--- src/rtl/flr_pkg.sv ---
package flr_pkg;
  typedef enum logic [1:0] {
    MODE_SINGLE = 2'd0,
    MODE_STACK  = 2'd1,
    MODE_PAR    = 2'd2
  } flr_mode_e;
endpackage

--- src/rtl/flr_cfg_reg.sv ---
module flr_cfg_reg
  import flr_pkg::*;
#(
  parameter int CFG_W       = 32,
  parameter int TWO_MEM_BIT = 30,
  parameter int SEP_BUS_BIT = 29,
  parameter int UPPER_BIT   = 28
) (
  input  logic             clk,
  input  logic             rst,
  input  logic             cfg_wr,
  input  logic [CFG_W-1:0] cfg_wdata,
  input  logic             sel_active,
  output flr_mode_e        mode,
  output logic             upper_sel
);
  localparam logic [CFG_W-1:0] FIELD_MASK =
    (CFG_W'(1) << TWO_MEM_BIT) | (CFG_W'(1) << SEP_BUS_BIT) | (CFG_W'(1) << UPPER_BIT);

  // stored fields: {two_mem, sep_bus, upper}
  logic [2:0] cur_q, pend_q, wr_fields;
  logic       pend_v;
  logic       unused_cfg_bits;

  assign wr_fields = {cfg_wdata[TWO_MEM_BIT], cfg_wdata[SEP_BUS_BIT], cfg_wdata[UPPER_BIT]};
  assign unused_cfg_bits = ^(cfg_wdata & ~FIELD_MASK);

  always_ff @(posedge clk) begin
    if (rst) begin
      cur_q  <= 3'b000;
      pend_q <= 3'b000;
      pend_v <= 1'b0;
    end else if (!sel_active) begin
      if (cfg_wr)      cur_q <= wr_fields;
      else if (pend_v) cur_q <= pend_q;
      pend_v <= 1'b0;
    end else if (cfg_wr) begin
      pend_q <= wr_fields;
      pend_v <= 1'b1;
    end
  end

  always_comb begin
    if (!cur_q[2])     mode = MODE_SINGLE;
    else if (cur_q[1]) mode = MODE_PAR;
    else               mode = MODE_STACK;
  end
  assign upper_sel = cur_q[0];


  cfg_hold_chk: assert property (@(posedge clk) disable iff (rst)
    (sel_active && $past(sel_active) && $past(!rst)) |-> $stable(cur_q));


  defer_chk: assert property (@(posedge clk) disable iff (rst)
    (cfg_wr && sel_active) |=> pend_v);
endmodule

--- src/rtl/flr_select.sv ---
module flr_select
  import flr_pkg::*;
(
  input  logic      clk,
  input  logic      rst,
  input  flr_mode_e mode,
  input  logic      upper_sel,
  input  logic      eng_cs_n,
  input  logic      eng_sclk,
  output logic      cs_lo_n,
  output logic      cs_up_n,
  output logic      sclk0,
  output logic      sclk1
);
  logic lo_en, up_en, par;

  always_comb begin
    par   = (mode == MODE_PAR);
    lo_en = (mode == MODE_SINGLE) || par || ((mode == MODE_STACK) && !upper_sel);
    up_en = par || ((mode == MODE_STACK) && upper_sel);
  end

  always_ff @(posedge clk) begin
    if (rst) begin
      cs_lo_n <= 1'b1;
      cs_up_n <= 1'b1;
      sclk0   <= 1'b0;
      sclk1   <= 1'b0;
    end else begin
      cs_lo_n <= lo_en ? eng_cs_n : 1'b1;
      cs_up_n <= up_en ? eng_cs_n : 1'b1;
      sclk0   <= eng_sclk;
      sclk1   <= par & eng_sclk;
    end
  end


  par_pair_chk: assert property (@(posedge clk) disable iff (rst)
    $past(mode == MODE_PAR) |-> (cs_lo_n == cs_up_n));


  one_sel_chk: assert property (@(posedge clk) disable iff (rst)
    $past(mode != MODE_PAR) |-> $onehot0({~cs_lo_n, ~cs_up_n}));


  single_up_idle_chk: assert property (@(posedge clk) disable iff (rst)
    $past(mode == MODE_SINGLE) |-> (cs_up_n && !sclk1));
endmodule

--- src/rtl/flr_tx_lanes.sv ---
module flr_tx_lanes
  import flr_pkg::*;
#(
  parameter int WORD_W = 16,
  parameter int LANES  = 4
) (
  input  logic                                   clk,
  input  logic                                   rst,
  input  flr_mode_e                              mode,
  input  logic                                   sel_active,
  input  logic                                   dir,
  input  logic [$clog2(WORD_W/(2*LANES))-1:0]    phase,
  input  logic [WORD_W-1:0]                      word,
  output logic [LANES-1:0]                       bus0_o,
  output logic                                   bus0_oe,
  output logic [LANES-1:0]                       bus1_o,
  output logic                                   bus1_oe
);
  localparam int STREAM_W = WORD_W / 2;
  localparam int NIBS     = STREAM_W / LANES;
  localparam int PH_W     = $clog2(NIBS);

  logic [STREAM_W-1:0] lo_str, up_str;
  logic [LANES-1:0]    lo_nib, up_nib, byte_nib;
  logic                drive, par;

  generate
    for (genvar k = 0; k < STREAM_W; k++) begin : g_split
      assign lo_str[k] = word[2*k];
      assign up_str[k] = word[2*k+1];
    end
  endgenerate

  // phase 0 picks the most significant nibble of each stream
  always_comb begin
    lo_nib   = '0;
    up_nib   = '0;
    byte_nib = '0;
    for (int n = 0; n < NIBS; n++) begin
      if (phase == PH_W'(NIBS - 1 - n)) begin
        lo_nib   = lo_str[n*LANES +: LANES];
        up_nib   = up_str[n*LANES +: LANES];
        byte_nib = word[n*LANES +: LANES];
      end
    end
  end

  assign drive = sel_active && dir;
  assign par   = (mode == MODE_PAR);

  always_ff @(posedge clk) begin
    if (rst) begin
      bus0_o  <= '0;
      bus0_oe <= 1'b0;
      bus1_o  <= '0;
      bus1_oe <= 1'b0;
    end else begin
      bus0_oe <= drive;
      bus1_oe <= drive && par;
      bus0_o  <= drive ? (par ? lo_nib : byte_nib) : '0;
      bus1_o  <= (drive && par) ? up_nib : '0;
    end
  end


  bus1_par_chk: assert property (@(posedge clk) disable iff (rst)
    bus1_oe |-> $past(mode == MODE_PAR));


  oe_dir_chk: assert property (@(posedge clk) disable iff (rst)
    bus0_oe |-> $past(dir && sel_active));


  idle_lane_chk: assert property (@(posedge clk) disable iff (rst)
    (!bus0_oe && !bus1_oe) |-> (bus0_o == '0 && bus1_o == '0));
endmodule

--- src/rtl/flr_rx_merge.sv ---
module flr_rx_merge
  import flr_pkg::*;
#(
  parameter int WORD_W = 16,
  parameter int LANES  = 4
) (
  input  logic                                   clk,
  input  logic                                   rst,
  input  flr_mode_e                              mode,
  input  logic                                   sel_active,
  input  logic                                   dir,
  input  logic                                   beat,
  input  logic [$clog2(WORD_W/(2*LANES))-1:0]    phase,
  input  logic [LANES-1:0]                       bus0_i,
  input  logic [LANES-1:0]                       bus1_i,
  output logic [WORD_W-1:0]                      rx_word,
  output logic                                   rx_valid
);
  localparam int STREAM_W = WORD_W / 2;
  localparam int NIBS     = STREAM_W / LANES;
  localparam int PH_W     = $clog2(NIBS);
  localparam int ACC_W    = STREAM_W - LANES;

  logic [ACC_W-1:0]    lo_acc, up_acc;
  logic [STREAM_W-1:0] lo_next, up_next;
  logic [WORD_W-1:0]   merged;
  logic                cap, last;

  assign cap     = sel_active && !dir && beat;
  assign last    = (phase == PH_W'(NIBS - 1));
  assign lo_next = {lo_acc, bus0_i};
  assign up_next = {up_acc, bus1_i};

  generate
    for (genvar k = 0; k < STREAM_W; k++) begin : g_merge
      assign merged[2*k]   = lo_next[k];
      assign merged[2*k+1] = up_next[k];
    end
  endgenerate

  always_ff @(posedge clk) begin
    if (rst) begin
      lo_acc   <= '0;
      up_acc   <= '0;
      rx_word  <= '0;
      rx_valid <= 1'b0;
    end else begin
      rx_valid <= cap && last;
      if (cap) begin
        lo_acc <= lo_next[ACC_W-1:0];
        up_acc <= up_next[ACC_W-1:0];
        if (last)
          rx_word <= (mode == MODE_PAR) ? merged
                                        : {{(WORD_W-STREAM_W){1'b0}}, lo_next};
      end
    end
  end


  rx_src_chk: assert property (@(posedge clk) disable iff (rst)
    rx_valid |-> $past(beat && !dir && sel_active));


  rx_hi_zero_chk: assert property (@(posedge clk) disable iff (rst)
    (rx_valid && $past(mode != MODE_PAR)) |-> (rx_word[WORD_W-1:STREAM_W] == '0));
endmodule

--- src/rtl/flash_lane_router.sv ---
module flash_lane_router
  import flr_pkg::*;
#(
  parameter int WORD_W      = 16,
  parameter int LANES       = 4,
  parameter int CFG_W       = 32,
  parameter int TWO_MEM_BIT = 30,
  parameter int SEP_BUS_BIT = 29,
  parameter int UPPER_BIT   = 28
) (
  input  logic                                clk,
  input  logic                                rst,
  input  logic                                cfg_wr,
  input  logic [CFG_W-1:0]                    cfg_wdata,
  input  logic                                eng_cs_n,
  input  logic                                eng_sclk,
  input  logic                                eng_dir,
  input  logic                                eng_beat,
  input  logic [$clog2(WORD_W/(2*LANES))-1:0] eng_phase,
  input  logic [WORD_W-1:0]                   eng_tx_word,
  output logic [WORD_W-1:0]                   eng_rx_word,
  output logic                                eng_rx_valid,
  output logic                                flash_cs_lo_n,
  output logic                                flash_cs_up_n,
  output logic                                bus0_sclk,
  output logic [LANES-1:0]                    bus0_o,
  output logic                                bus0_oe,
  input  logic [LANES-1:0]                    bus0_i,
  output logic                                bus1_sclk,
  output logic [LANES-1:0]                    bus1_o,
  output logic                                bus1_oe,
  input  logic [LANES-1:0]                    bus1_i
);
  flr_mode_e mode;
  logic      upper_sel;
  logic      sel_active;

  assign sel_active = !eng_cs_n;

  flr_cfg_reg #(
    .CFG_W(CFG_W), .TWO_MEM_BIT(TWO_MEM_BIT),
    .SEP_BUS_BIT(SEP_BUS_BIT), .UPPER_BIT(UPPER_BIT)
  ) u_cfg (
    .clk(clk), .rst(rst), .cfg_wr(cfg_wr), .cfg_wdata(cfg_wdata),
    .sel_active(sel_active), .mode(mode), .upper_sel(upper_sel)
  );

  flr_select u_sel (
    .clk(clk), .rst(rst), .mode(mode), .upper_sel(upper_sel),
    .eng_cs_n(eng_cs_n), .eng_sclk(eng_sclk),
    .cs_lo_n(flash_cs_lo_n), .cs_up_n(flash_cs_up_n),
    .sclk0(bus0_sclk), .sclk1(bus1_sclk)
  );

  flr_tx_lanes #(.WORD_W(WORD_W), .LANES(LANES)) u_tx (
    .clk(clk), .rst(rst), .mode(mode), .sel_active(sel_active),
    .dir(eng_dir), .phase(eng_phase), .word(eng_tx_word),
    .bus0_o(bus0_o), .bus0_oe(bus0_oe), .bus1_o(bus1_o), .bus1_oe(bus1_oe)
  );

  flr_rx_merge #(.WORD_W(WORD_W), .LANES(LANES)) u_rx (
    .clk(clk), .rst(rst), .mode(mode), .sel_active(sel_active),
    .dir(eng_dir), .beat(eng_beat), .phase(eng_phase),
    .bus0_i(bus0_i), .bus1_i(bus1_i),
    .rx_word(eng_rx_word), .rx_valid(eng_rx_valid)
  );


  reset_idle_chk: assert property (@(posedge clk)
    $past(rst) |-> (flash_cs_lo_n && flash_cs_up_n && !bus0_oe && !bus1_oe && !eng_rx_valid));
endmodule

--- config.mk ---
export PLATFORM = sky130hd
export DESIGN_NAME = flash_lane_router
export DESIGN_NICKNAME = d
export VERILOG_FILES = /design/src/rtl/flr_pkg.sv /design/src/rtl/flr_cfg_reg.sv /design/src/rtl/flr_select.sv /design/src/rtl/flr_tx_lanes.sv /design/src/rtl/flr_rx_merge.sv /design/src/rtl/flash_lane_router.sv
export SDC_FILE = /design/constraint.sdc
export NUM_CORES = 1
export LEC_CHECK = 0
export BUFFER_PORTS_ARGS = -buffer_cell sky130_fd_sc_hd__buf_2
export CELL_PAD_IN_SITES_DETAIL_PLACEMENT = 0
export CELL_PAD_IN_SITES_GLOBAL_PLACEMENT = 2
export CORE_MARGIN = 2
export CORE_UTILIZATION = 24
export CTS_CLUSTER_SIZE = 16
export DETAILED_ROUTE_END_ITERATION = 12
export PLACE_DENSITY = 0.89
export SYNTH_ARGS = -nofsm -noshare
export SYNTH_HDL_FRONTEND = slang
export SYNTH_SLANG_ARGS = --single-unit
--- constraint.sdc ---
create_clock -name clk -period 1.6 [get_ports clk]
set_input_delay 0 -clock clk [delete_from_list [all_inputs] [get_ports clk]]
set_output_delay 0 -clock clk [all_outputs]
set_load 0.05 [all_outputs]
==> metrics.cfg <==
[status]
status=finished, final reports clean

[route]
ant_nets=0
routed_via_density=4.165
wl_per_cell_um=12.36
vias=1537
drc=0
wirelength_um=4562
dr.pass1.iters=4
first_iter_violations=92

[clocking]
root_buffer=clkbuf_8
cts_resized=0
path_clk_slew_ps=80
cts_sinks=46
htree_num_levels=2
clkLatencyLatePin_ps=290
cts_buffers=5
tritoncts=done
ctsLongestPathBuffers=2
post_cts_buffers=0

[logic_synthesis]
syn_area_per_cell_um2=9.748
ys_async_sr_fraction_pct=0
ys_seq_area_share_pct=51.90
yosysWarnings=0
synth_top_area_cell=dfxtp_1
synthTopCellsByArea=dfxtp_1, mux2i_1, nor2_1, a211oi_1, a21oi_1
post-synth-top-count-cell=dfxtp_1
synth_ff_type=dfxtp_1
synth-edff-count=0
synth.top_cell.area_share_pct=51.90
synth_cells=182
yosys-top-cells-count=dfxtp_1, nor2_1, nand2_1, mux2i_1, a21oi_1
syn-num-nets=246
ys_ff_latch=46
mappedNetlistArea_um2=1774
synth_cell_types=27

[floorplanning]
die_x_um=89.98
die_h_um=89.98
ios=95
std_cell_rows=31
dieArea_um2=8096
start_util_pct=24.59
core_area_um2=7214

[placed_design]
port_buffers=65
gp_congestion=0.7329
hpwlAfterDp_um=3124
place_area_um2=2188

[timing]
setup_viol=0
relSlewSlack_pct=73.95
setup-tns-final_ps=0
min_period_ps=1352
rsz0062_at_grt=false
hold_viol=0
drv_slew=0
min_period_over_period_pct=84.50
tightest_slew_ps=390.7
finClkSkew_ps=5.687
fmax_mhz=739.6

[power]
powerDensity_nw_per_um2=923.0
report.power.total_mw=2.331
ir_worst_vdd_v=0.0003029
leakage_nw=1.101

[worst_setup_path]
cp-startpoint=u_cfg.cur_q[2]
worst-setup-path-type=flop to flop
endpoint=u_tx.bus0_o[3]
cp_max_fo=6
reg2reg_slack_ps=250
crit_path_cell_trace=and2_4 > mux4_2 > nor2b_4
r2r-end=u_tx.bus0_o[3]
cp.arrival_ps=1540
slowest_stage=mux4_2
r2r_start=u_cfg.cur_q[2]
critPathRequiredTime_ps=1780
crit_path_end_kind=flop
cpPeakStageDelay_ps=490
r2r_cells=3
cp-start-kind=flop

[layout]
num-fill-cells=788
drive_gt1_share_pct=30.37
design_area_um2=2525
num-nets-final=333
syn_to_final_growth_pct=42.31
antennaDiodeCount=0
postLayoutCoreUtil_pct=35.00

[global_route]
grtUsageTotal_pct=11.70
grt_max_degree=33
grt_pass1_vias=1558
grt_pass1_wl_um=7707
antenna_found_initial=0
overflow=0

[worst_hold_path]
hold_depth=3
hp-class=primary input to flop

[flow_run]
max_cap_violations=0

-- state kept, by name, summed over array words and instances, names as in the netlist --
| name | flops |
|---|---|
| u_cfg.cur_q | 3 |
| u_cfg.pend_q | 3 |
| u_cfg.pend_v | 1 |
| u_rx.lo_acc | 4 |
| u_rx.rx_valid | 1 |
| u_rx.rx_word | 16 |
| u_rx.up_acc | 4 |
| u_sel.cs_lo_n | 1 |
| u_sel.cs_up_n | 1 |
| u_sel.sclk0 | 1 |
| u_sel.sclk1 | 1 |
| u_tx.bus0_o | 4 |
| u_tx.bus0_oe | 1 |
| u_tx.bus1_o | 4 |
| u_tx.bus1_oe | 1 |
-- metrics by stage --
| stage | cells | hold WS [ps] | setup slack [ps] |
|---|---|---|---|
| 2_1_floorplan | 182 | 136.0 | 232.8 |
| 3_3_place_gp | 338 | 232.1 | 276.9 |
| 3_5_place_dp | 338 | 237.6 | 251.7 |
| 4_1_cts | 369 | 73.83 | 230.2 |
| 5_1_grt | 369 | 96.57 | 149.8 |
| 6_report | 369 | 86.27 | 248.0 |
-- logic make-up (layout without fill, tap and decap cells) --
logic type | after synthesis | in the layout | synth area share, %
simple gates | 69 | 69 | 18.48
compound gates | 31 | 31 | 10.72
buf+inv | 15 | 103 | 4.513
mux | 21 | 21 | 14.39
flops | 46 | 46 | 51.90
-- repair_timing --
item / CTS / global route
hold buffers: 23 / 0
hold endpoints to repair: 25 / 0
endpoints found under the setup margin: 0 / 0
-- cell type report --
type                    instances  area (µm²)  share of cell area, %
repair buffers                 93       593.1                  23.49
clock buffers                   7       76.32                  3.023
flip-flops and latches         46       920.9                  36.47
multi-input cells             121       773.2                  30.62
inverters                       2       7.507                 0.2973
well taps                      99       123.9                  4.906
clock inverters                 1       30.03                  1.189
-- layer usage --
layer | part of all wire [%] | global-route usage, % | vias to the layer above
met3 | 3.5 | 2.515 | 2
met2 | 45 | 18.88 | 33
li1 | - | - | 799
met1 | 51 | 15.94 | 703
met4 | 0.46 | 3.077 | 0
met5 | 0 | 0 | -
-- power by group --
group | total (mW) | switching, mW | internal [mW]
Clock | 0.841 | 0.373 | 0.468
Combinational | 0.296 | 0.159 | 0.138
Sequential | 1.19 | 0.0176 | 1.18
-- worst min-delay path by stage --
| stage | to | startpoint | slack (ps) |
|---|---|---|---|
| after floorplan | u_rx.rx_word[0] | bus0_i[0] | 140 |
| after global placement | u_tx.bus1_o[1] | eng_tx_word[11] | 230 |
| after detailed placement | u_tx.bus1_o[1] | eng_tx_word[11] | 240 |
| after CTS | u_tx.bus0_o[0] | eng_tx_word[4] | 70 |
| after global routing | u_sel.cs_lo_n | eng_cs_n | 100 |
| final | u_tx.bus0_o[0] | eng_tx_word[4] | 90 |
-- placed cells by master (no fill, tap or decap), drive strengths merged --
cell,count
nand3,9
nor2b,6
and2,2
a211oi,11
buf,70
nand2,20
mux4,3
nor2,27
inv,2
o211ai,1
o21ai,1
bufinv,1
clkbuf,7
a21oi,16
nor3,1
o21a,2
nor3b,1
nand4bb,1
and4bb,1
mux2i,18
dlygate4sd3,23
and3,1
dfxtp,46
-- critical path: cells and delay by family, from the launching register on --
| kind | cells | cell delay [ps] |
|---|---|---|
| multiplexers | 1 | 490 |
| AND/OR/NAND/NOR | 2 | 320 |
| flip-flops | 1 | 430 |
Power figures use the tool's default switching activity.
